## src/rtl/ref_sel_pkg.sv

```systemverilog
// Shared codes for the timing reference selection controller.
// Assumes reference codes equal bit positions in the validity vector.
package ref_sel_pkg;
    localparam logic [1:0] ROLE_PRI = 2'd0;
    localparam logic [1:0] ROLE_SEC = 2'd1;
    localparam logic [1:0] ROLE_SLV = 2'd2;

    localparam int SRC_PRI  = 0;
    localparam int SRC_A    = 1;
    localparam int SRC_B    = 2;
    localparam int SRC_CT1  = 3;
    localparam int SRC_CT2  = 4;
    localparam int SRC_LOC0 = 5;

    typedef enum logic [1:0] {
        ST_MAIN      = 2'd0,
        ST_HOLD_MAIN = 2'd1,
        ST_BACK      = 2'd2,
        ST_HOLD_BACK = 2'd3
    } sel_st_e;
endpackage

```

## src/rtl/ref_ok_sync.sv

```systemverilog
// Two-flop synchroniser for the raw reference validity flags.
// Assumes each flag is a slow level. The flops reset high, so every reference
// counts as valid until a low flag has passed through both stages.
module ref_ok_sync #(
    parameter int W = 13
) (
    input  logic         clk,
    input  logic         rst_n,
    input  logic [W-1:0] raw_i,
    output logic [W-1:0] ok_o
);
    logic [W-1:0] stage1_q;
    logic [W-1:0] stage2_q;

    // Shift the raw flags through two flops.
    always_ff @(posedge clk) begin
        if (!rst_n) begin
            stage1_q <= '1;
            stage2_q <= '1;
        end else begin
            stage1_q <= raw_i;
            stage2_q <= stage1_q;
        end
    end

    assign ok_o = stage2_q;

    // the synchronised flags lag the raw flags by two edges
    a_r4_sync_delay: assert property (@(posedge clk) disable iff (!rst_n)
        ($past(rst_n, 2) && $past(rst_n, 1)) |-> (ok_o == $past(raw_i, 2)));
endmodule

```

## src/rtl/ref_role_map.sv

```systemverilog
// Registers the role and maps it to the main and backup reference codes and
// the driven clock set. Assumes bsel_i may change at any time; the backup
// code follows it directly.
module ref_role_map
    import ref_sel_pkg::*;
#(
    parameter int NUM_LOCAL = 8,
    parameter int SRC_W     = 4,
    parameter int BSEL_W    = 4
) (
    input  logic              clk,
    input  logic              rst_n,
    input  logic [1:0]        role_i,
    input  logic [BSEL_W-1:0] bsel_i,
    output logic              role_chg_o,
    output logic [SRC_W-1:0]  main_src_o,
    output logic [SRC_W-1:0]  back_src_o,
    output logic              drive_a_o,
    output logic              drive_b_o
);
    logic [1:0] role_q;
    logic       is_slave;

    // Hold the role that the selection logic currently works under.
    always_ff @(posedge clk) begin
        if (!rst_n) role_q <= role_i;
        else        role_q <= role_i;
    end

    assign role_chg_o = (role_i != role_q);
    assign is_slave   = (role_q != ROLE_PRI) && (role_q != ROLE_SEC);

    // The main reference is the primary input for a primary master, else the A clocks.
    assign main_src_o = (role_q == ROLE_PRI) ? SRC_W'(SRC_PRI) : SRC_W'(SRC_A);

    // Backup: B clocks for a slave, else the programmed local or CT reference.
    always_comb begin
        if (is_slave)
            back_src_o = SRC_W'(SRC_B);
        else if (int'(bsel_i) < NUM_LOCAL)
            back_src_o = SRC_W'(SRC_LOC0 + int'(bsel_i));
        else if (int'(bsel_i) == NUM_LOCAL)
            back_src_o = SRC_W'(SRC_CT1);
        else if (int'(bsel_i) == NUM_LOCAL + 1)
            back_src_o = SRC_W'(SRC_CT2);
        else
            back_src_o = '1;
    end

    assign drive_a_o = (role_q == ROLE_PRI);
    assign drive_b_o = (role_q == ROLE_SEC);

    // at most one clock set is driven
    a_r2_drive_onehot: assert property (@(posedge clk) disable iff (!rst_n)
        $onehot0({drive_a_o, drive_b_o}));
    // the A set follows the role written one cycle earlier
    a_r2_drive_follow: assert property (@(posedge clk) disable iff (!rst_n)
        role_chg_o |=> (drive_a_o == ($past(role_i) == ROLE_PRI)));
endmodule

```

## src/rtl/ref_sel_fsm.sv

```systemverilog
// Selection state machine: follows the main or backup reference, and inserts a
// counted holdover before any switch that follows a loss. Assumes the flags are
// already synchronised. Code values of NREF or above are never valid.
module ref_sel_fsm
    import ref_sel_pkg::*;
#(
    parameter int NREF  = 13,
    parameter int SRC_W = 4,
    parameter int CNT_W = 16
) (
    input  logic             clk,
    input  logic             rst_n,
    input  logic [NREF-1:0]  ok_i,
    input  logic [SRC_W-1:0] main_src_i,
    input  logic [SRC_W-1:0] back_src_i,
    input  logic             keep_i,
    input  logic [CNT_W-1:0] hold_len_i,
    input  logic             role_chg_i,
    output logic [SRC_W-1:0] sel_src_o,
    output logic             holdover_o,
    output logic             chg_o
);
    localparam int PAD_W = (1 << SRC_W);

    sel_st_e           state_q, state_d;
    logic [CNT_W-1:0]  cnt_q, cnt_d, cnt_inc;
    logic [PAD_W-1:0]  ok_pad;
    logic              main_ok, back_ok, hold_done;

    assign ok_pad    = {{(PAD_W-NREF){1'b0}}, ok_i};
    assign main_ok   = ok_pad[main_src_i];
    assign back_ok   = ok_pad[back_src_i];
    assign hold_done = (cnt_q >= hold_len_i);
    assign cnt_inc   = (&cnt_q) ? cnt_q : cnt_q + 1'b1;

    // Next state and holdover count; the count restarts on every state entry.
    always_comb begin
        state_d = state_q;
        cnt_d   = '0;
        if (role_chg_i) begin
            state_d = ST_MAIN;
        end else begin
            case (state_q)
                ST_MAIN: begin
                    if (!main_ok) state_d = ST_HOLD_MAIN;
                end
                ST_HOLD_MAIN: begin
                    if (main_ok)                    state_d = ST_MAIN;
                    else if (hold_done && back_ok)  state_d = ST_BACK;
                    else                            cnt_d   = cnt_inc;
                end
                ST_BACK: begin
                    if (main_ok && !keep_i)         state_d = ST_MAIN;
                    else if (!back_ok)              state_d = ST_HOLD_BACK;
                end
                default: begin
                    if (back_ok)                    state_d = ST_BACK;
                    else if (hold_done && main_ok)  state_d = ST_MAIN;
                    else                            cnt_d   = cnt_inc;
                end
            endcase
        end
    end

    // State and counter registers.
    always_ff @(posedge clk) begin
        if (!rst_n) begin
            state_q <= ST_MAIN;
            cnt_q   <= '0;
        end else begin
            state_q <= state_d;
            cnt_q   <= cnt_d;
        end
    end

    assign sel_src_o  = (state_q == ST_MAIN || state_q == ST_HOLD_MAIN) ? main_src_i : back_src_i;
    assign holdover_o = (state_q == ST_HOLD_MAIN || state_q == ST_HOLD_BACK);
    assign chg_o      = (state_d != state_q);

    // losing the followed main reference leads into holdover
    a_r4_hold_entry: assert property (@(posedge clk) disable iff (!rst_n)
        (state_q == ST_MAIN && !main_ok && !role_chg_i) |=> holdover_o);
    // no switch to the backup before the count has run out
    a_r5_no_early_switch: assert property (@(posedge clk) disable iff (!rst_n)
        (state_q == ST_HOLD_MAIN && cnt_q < hold_len_i && !role_chg_i) |=> (state_q != ST_BACK));
    // with nothing valid, holdover persists
    a_r7_hold_forever: assert property (@(posedge clk) disable iff (!rst_n)
        (state_q == ST_HOLD_MAIN && !main_ok && !back_ok && !role_chg_i) |=> (state_q == ST_HOLD_MAIN));
    // the keep bit holds a valid backup
    a_r9_keep_backup: assert property (@(posedge clk) disable iff (!rst_n)
        (state_q == ST_BACK && keep_i && back_ok && !role_chg_i) |=> (state_q == ST_BACK));
    // a role change restarts on the main reference
    a_r11_role_restart: assert property (@(posedge clk) disable iff (!rst_n)
        role_chg_i |=> (state_q == ST_MAIN));
endmodule

```

## src/rtl/ref_irq_flag.sv

```systemverilog
// Sticky interrupt flag: set by a state-change pulse, cleared by write-one.
// Assumes the set pulse takes priority over a clear in the same cycle.
module ref_irq_flag (
    input  logic clk,
    input  logic rst_n,
    input  logic set_i,
    input  logic clr_i,
    output logic irq_o
);
    logic irq_q;

    // Update the sticky flag.
    always_ff @(posedge clk) begin
        if (!rst_n)     irq_q <= 1'b0;
        else if (set_i) irq_q <= 1'b1;
        else if (clr_i) irq_q <= 1'b0;
    end

    assign irq_o = irq_q;

    // a state change always leaves the flag set
    a_r12_set_sticky: assert property (@(posedge clk) disable iff (!rst_n)
        set_i |=> irq_o);
    // a clear with no state change drops the flag
    a_r12_clear: assert property (@(posedge clk) disable iff (!rst_n)
        (clr_i && !set_i) |=> !irq_o);
endmodule

```

## src/rtl/ref_sel_ctrl.sv

```systemverilog
// Top of the timing reference selection controller. It connects the
// synchroniser, role map, selection state machine and interrupt flag.
// Assumes all inputs except ref_ok_i are synchronous to clk.
module ref_sel_ctrl #(
    parameter int NUM_LOCAL = 8,
    parameter int CNT_W     = 16,
    localparam int NREF     = 5 + NUM_LOCAL,
    localparam int SRC_W    = $clog2(NREF + 1),
    localparam int BSEL_W   = $clog2(NUM_LOCAL + 2)
) (
    input  logic              clk,
    input  logic              rst_n,
    input  logic [1:0]        role_i,
    input  logic              keep_backup_i,
    input  logic [BSEL_W-1:0] bsel_i,
    input  logic [CNT_W-1:0]  hold_len_i,
    input  logic [NREF-1:0]   ref_ok_i,
    input  logic              irq_clr_i,
    output logic [SRC_W-1:0]  sel_src_o,
    output logic              holdover_o,
    output logic              drive_a_o,
    output logic              drive_b_o,
    output logic              irq_o
);
    logic [NREF-1:0]  ok_s;
    logic             role_chg;
    logic [SRC_W-1:0] main_src, back_src;
    logic             st_chg;

    ref_ok_sync #(.W(NREF)) u_sync (
        .clk   (clk),
        .rst_n (rst_n),
        .raw_i (ref_ok_i),
        .ok_o  (ok_s)
    );

    ref_role_map #(.NUM_LOCAL(NUM_LOCAL), .SRC_W(SRC_W), .BSEL_W(BSEL_W)) u_map (
        .clk        (clk),
        .rst_n      (rst_n),
        .role_i     (role_i),
        .bsel_i     (bsel_i),
        .role_chg_o (role_chg),
        .main_src_o (main_src),
        .back_src_o (back_src),
        .drive_a_o  (drive_a_o),
        .drive_b_o  (drive_b_o)
    );

    ref_sel_fsm #(.NREF(NREF), .SRC_W(SRC_W), .CNT_W(CNT_W)) u_fsm (
        .clk        (clk),
        .rst_n      (rst_n),
        .ok_i       (ok_s),
        .main_src_i (main_src),
        .back_src_i (back_src),
        .keep_i     (keep_backup_i),
        .hold_len_i (hold_len_i),
        .role_chg_i (role_chg),
        .sel_src_o  (sel_src_o),
        .holdover_o (holdover_o),
        .chg_o      (st_chg)
    );

    ref_irq_flag u_irq (
        .clk   (clk),
        .rst_n (rst_n),
        .set_i (st_chg),
        .clr_i (irq_clr_i),
        .irq_o (irq_o)
    );
endmodule

```

## config.mk

```make
export PLATFORM = sky130hd
export DESIGN_NAME = ref_sel_ctrl
export DESIGN_NICKNAME = d
export VERILOG_FILES = /design/src/rtl/ref_sel_pkg.sv /design/src/rtl/ref_ok_sync.sv /design/src/rtl/ref_role_map.sv /design/src/rtl/ref_sel_fsm.sv /design/src/rtl/ref_irq_flag.sv /design/src/rtl/ref_sel_ctrl.sv
export SDC_FILE = /design/constraint.sdc
export NUM_CORES = 1
export LEC_CHECK = 0
export BUFFER_PORTS_ARGS = -buffer_cell sky130_fd_sc_hd__buf_2
export CAP_MARGIN = 20
export CELL_PAD_IN_SITES_DETAIL_PLACEMENT = 1
export CELL_PAD_IN_SITES_GLOBAL_PLACEMENT = 2
export CORE_MARGIN = 4
export CORE_UTILIZATION = 31
export DETAILED_ROUTE_END_ITERATION = 10
export GPL_TIMING_DRIVEN = 0
export PLACE_DENSITY = 0.87
export SLEW_MARGIN = 10
export SYNTH_ARGS = -nofsm -noshare
export SYNTH_HDL_FRONTEND = slang
export SYNTH_HIERARCHICAL = 1
export SYNTH_SLANG_ARGS = --single-unit
```

## constraint.sdc

```tcl
create_clock -name clk -period 3.28 [get_ports clk]
set_input_delay 0.656 -clock clk [delete_from_list [all_inputs] [get_ports clk]]
set_output_delay 0.656 -clock clk [all_outputs]
set_load 0.03 [all_outputs]
```

==> metrics.yaml <==
status: "finished, final reports clean"
start_util: 0.3183
place_inst: 433
p_sw_w: 0.0003237
fp.dieH_um: 99.85
p_comb_frac: 0.140
slew_violations: 0
n_antenna_cell: 0
skew_ns: 0.01102
min_period_ns: 3.085
worstHoldPathCells: 1
vias: 2122
finalWirelength_um: 6030
via_per_inst: 4.779
clk_pin_slew_ns: 0.11
crit_path_end: "u_fsm/cnt_q[4]"
cts.htree.levels: 2
grt_pass1_wl_um: 10350
rr_endpoint: "u_fsm/cnt_q[4]"
ys_seq_area_frac: 0.3598
final_common_cell: "buf_2"
die_w_um: 99.85
path_class: "in2reg"
avgSynthCellArea_um2: 9.339
cts_tree: "yes"
ir_worst_vdd_mv: 0.1523
rrSetupSlack_ns: 0.53
crit_path_end_kind: "register"
rsz0062_at_grt: "false"
route.detailed.drc: 0
start_kind: "input port"
cp.required_ns: 3.46
port_buffers: 46
p_clk_frac: 0.341
ys_seq_elements: 47
clock_latency_ns: 0.31
arrival_ns: 3.26
core.rowCount: 33
synth_area_um2: 2615
track_usage: 0.1269
core_um2: 8217
p_leak_nw: 1.344
wl_met2_um: 2898
fin_nets: 397
routedWlPerCell_um: 13.58
mostFrequentLayoutCells: "buf_2, dfxtp_1, inv_1"
p_per_area_nw_per_um2: 366.9
grt_pass1_vias: 2230
cp_max_fo: 8
routed.top_layer: "met4"
drt-pass1-iter-count: 4
final-setup-viol-count: 0
num-fill-cells: 994
routabilityCongestion: 0.7249
power_w: 0.001151
dr.first_iter.drc_count: 61
tightest_slew_ns: 0.6622
sw_frac_of_total: 0.2813
fmax_ghz: 0.3241
drive_above_1_share: 0.2448
synthFlopType: "dfxtp_1"
synth_cell_types: 60
final_cells: 444
slew_headroom: 0.5471
io_pins: 47
startpoint: "bsel_i[0]"
ys_async_sr_fraction: 0
reg2reg_from: "u_fsm/cnt_q[0]"
cts-hold-fix-buffers: 0
antenna_found_initial: 0
fin_crit_sh: 0.9406
areaGrowthSynthToFinish_pct: 19.95
ant_nets: 0
p_int_w: 0.0008271
grt_max_degree: 19
die-area_um2: 9969
seqPwrFrac: 0.519
hpwl_um: 4861
wl_met3_um: 163
met1_length_um: 2888
hold_viol: 0
globalRouteOverflowTotal: 0
cts_buffer_depth: 2
cap_violations: 0
ff2ff_path_depth: 9
clock-root-buffer: "clkbuf_8"
utilization: 0.3818
synth-warning-count: 6
synthCells: 280
cts_sinks: 47
synth-edff-count: 0
hold_path.class: "reg2reg"
cts_made_buffers: 5
==> critical path, cell delays in order <==
cell and delay, ns:
buf_2 0.13, inv_1 0.05, ha_1 0.23, or3b_1 0.43, a31oi_4 0.31, mux2i_1 0.13, o221a_2 0.28, o31ai_4 0.35
o31ai_1 0.16, a22oi_2 0.31, buf_4 0.19, a211oi_1 0.04
==> metrics by stage <==
stage | hold slack, ns | instance area [µm²] | worst slack (ns) | setup TNS [ns]
2_1_floorplan | 0.3846 | 2623 | 0.1600 | 0
3_3_place_gp | 0.3882 | 2984 | -0.4438 | -6.497
3_5_place_dp | 0.3979 | 2984 | -0.5207 | -7.833
4_1_cts | 0.4189 | 3093 | 0.01723 | 0
5_1_grt | 0.4382 | 3137 | 0.02415 | 0
6_report | 0.4124 | 3137 | 0.1947 | 0
==> metal layers <==
metal / GRT usage / vias to the layer above
li1: - / 1091
met3: 0.02085 / 5
met2: 0.2191 / 34
met5: 0 / -
met4: 0.03782 / 0
met1: 0.1623 / 992
==> power groups by stage <==
stage / combinational [W] / clock, W / sequential (W)
6_report: 0.000161 / 0.000393 / 0.000597
5_1_grt: 0.000179 / 0.000429 / 0.000599
4_1_cts: 0.000159 / 0.000411 / 0.000597
3_5_place_dp: 0.000157 / 0 / 0.000610
3_3_place_gp: 0.000153 / 0 / 0.000608
2_1_floorplan: 0.000103 / 0 / 0.000609
==> flip-flops by register name (all words and copies together) (netlist names) <==
| register | count |
|---|---|
| u_fsm/cnt_q | 16 |
| u_sync/ok_o | 13 |
| u_sync/stage1_q | 13 |
| u_fsm/state_q | 2 |
| u_map/role_q | 2 |
| u_irq/irq_o | 1 |
==> worst min path at each step <==
| stage | slack, ns | from | to |
|---|---|---|---|
| floorplan | 0.38 | u_sync/stage1_q[0] | u_sync/ok_o[0] |
| global placement | 0.39 | u_sync/stage1_q[0] | u_sync/ok_o[0] |
| detailed placement | 0.40 | u_sync/stage1_q[12] | u_sync/ok_o[12] |
| CTS | 0.42 | u_sync/stage1_q[10] | u_sync/ok_o[10] |
| global route | 0.44 | u_sync/stage1_q[10] | u_sync/ok_o[10] |
| finish | 0.41 | u_sync/stage1_q[10] | u_sync/ok_o[10] |
==> cell usage after synthesis (2+ instances only) <==
cell type	instances	area [µm²]
dfxtp_1	47	940.9
o21a_1	3	22.52
mux2i_1	3	30.03
xor2_1	7	61.31
nand2_1	11	41.29
ha_1	20	250.2
a211oi_1	2	15.01
inv_1	25	93.84
nor2b_1	3	18.77
nand4_1	7	43.79
and4_1	3	26.28
o21ai_0	8	40.04
clkbuf_1	5	18.77
xnor2_1	6	52.55
mux4_1	3	78.83
a31oi_1	2	12.51
and3b_1	2	17.52
buf_2	2	10.01
nand2b_1	23	143.9
nand3_1	11	55.05
o21bai_1	2	15.01
nor2_1	21	78.83
a21oi_1	8	40.04
mux2_2	6	67.56
nor3_1	6	30.03
buf_4	3	22.52
or2b_1	5	37.54
and3_1	2	12.51
nand3b_1	3	22.52
==> logic make-up (layout without fill, tap and decap cells) <==
| kind of cell | after synthesis | in the layout | share of synthesized area |
|---|---|---|---|
| AND/OR/NAND/NOR | 107 | 107 | 0.2373 |
| flip-flops | 47 | 47 | 0.3598 |
| AO/OA/AOI/OAI | 43 | 43 | 0.1263 |
| buffers and inverters | 36 | 93 | 0.05981 |
| adder cells (fa/ha/maj) | 20 | 20 | 0.09569 |
| XOR/XNOR | 13 | 13 | 0.04354 |
| multiplexers | 13 | 13 | 0.07608 |
| other | 1 | 3 | 0.001434 |
==> cell type report <==
| cell class | instances | area [µm²] | area share |
|---|---|---|---|
| buffer | 11 | 62.56 | 0.01994 |
| multi-input combinational | 199 | 1558 | 0.4966 |
| sequential | 47 | 940.9 | 0.3000 |
| clock inverter | 3 | 28.78 | 0.009174 |
| tap | 105 | 131.4 | 0.04188 |
| clock buffer | 5 | 68.82 | 0.02194 |
| timing repair buffer | 49 | 252.7 | 0.08057 |
| inverter | 25 | 93.84 | 0.02992 |
==> what timing repair did <==
item | 4_1_cts | 5_1_grt
endpoints found under the setup margin | 17 | 17
resized for setup | 2 | 3
pin swaps | 0 | 1
buffers inserted | 0 | 3
endpoints found under the hold margin | 0 | 0
Note: power is estimated with default switching activity, not from simulation.
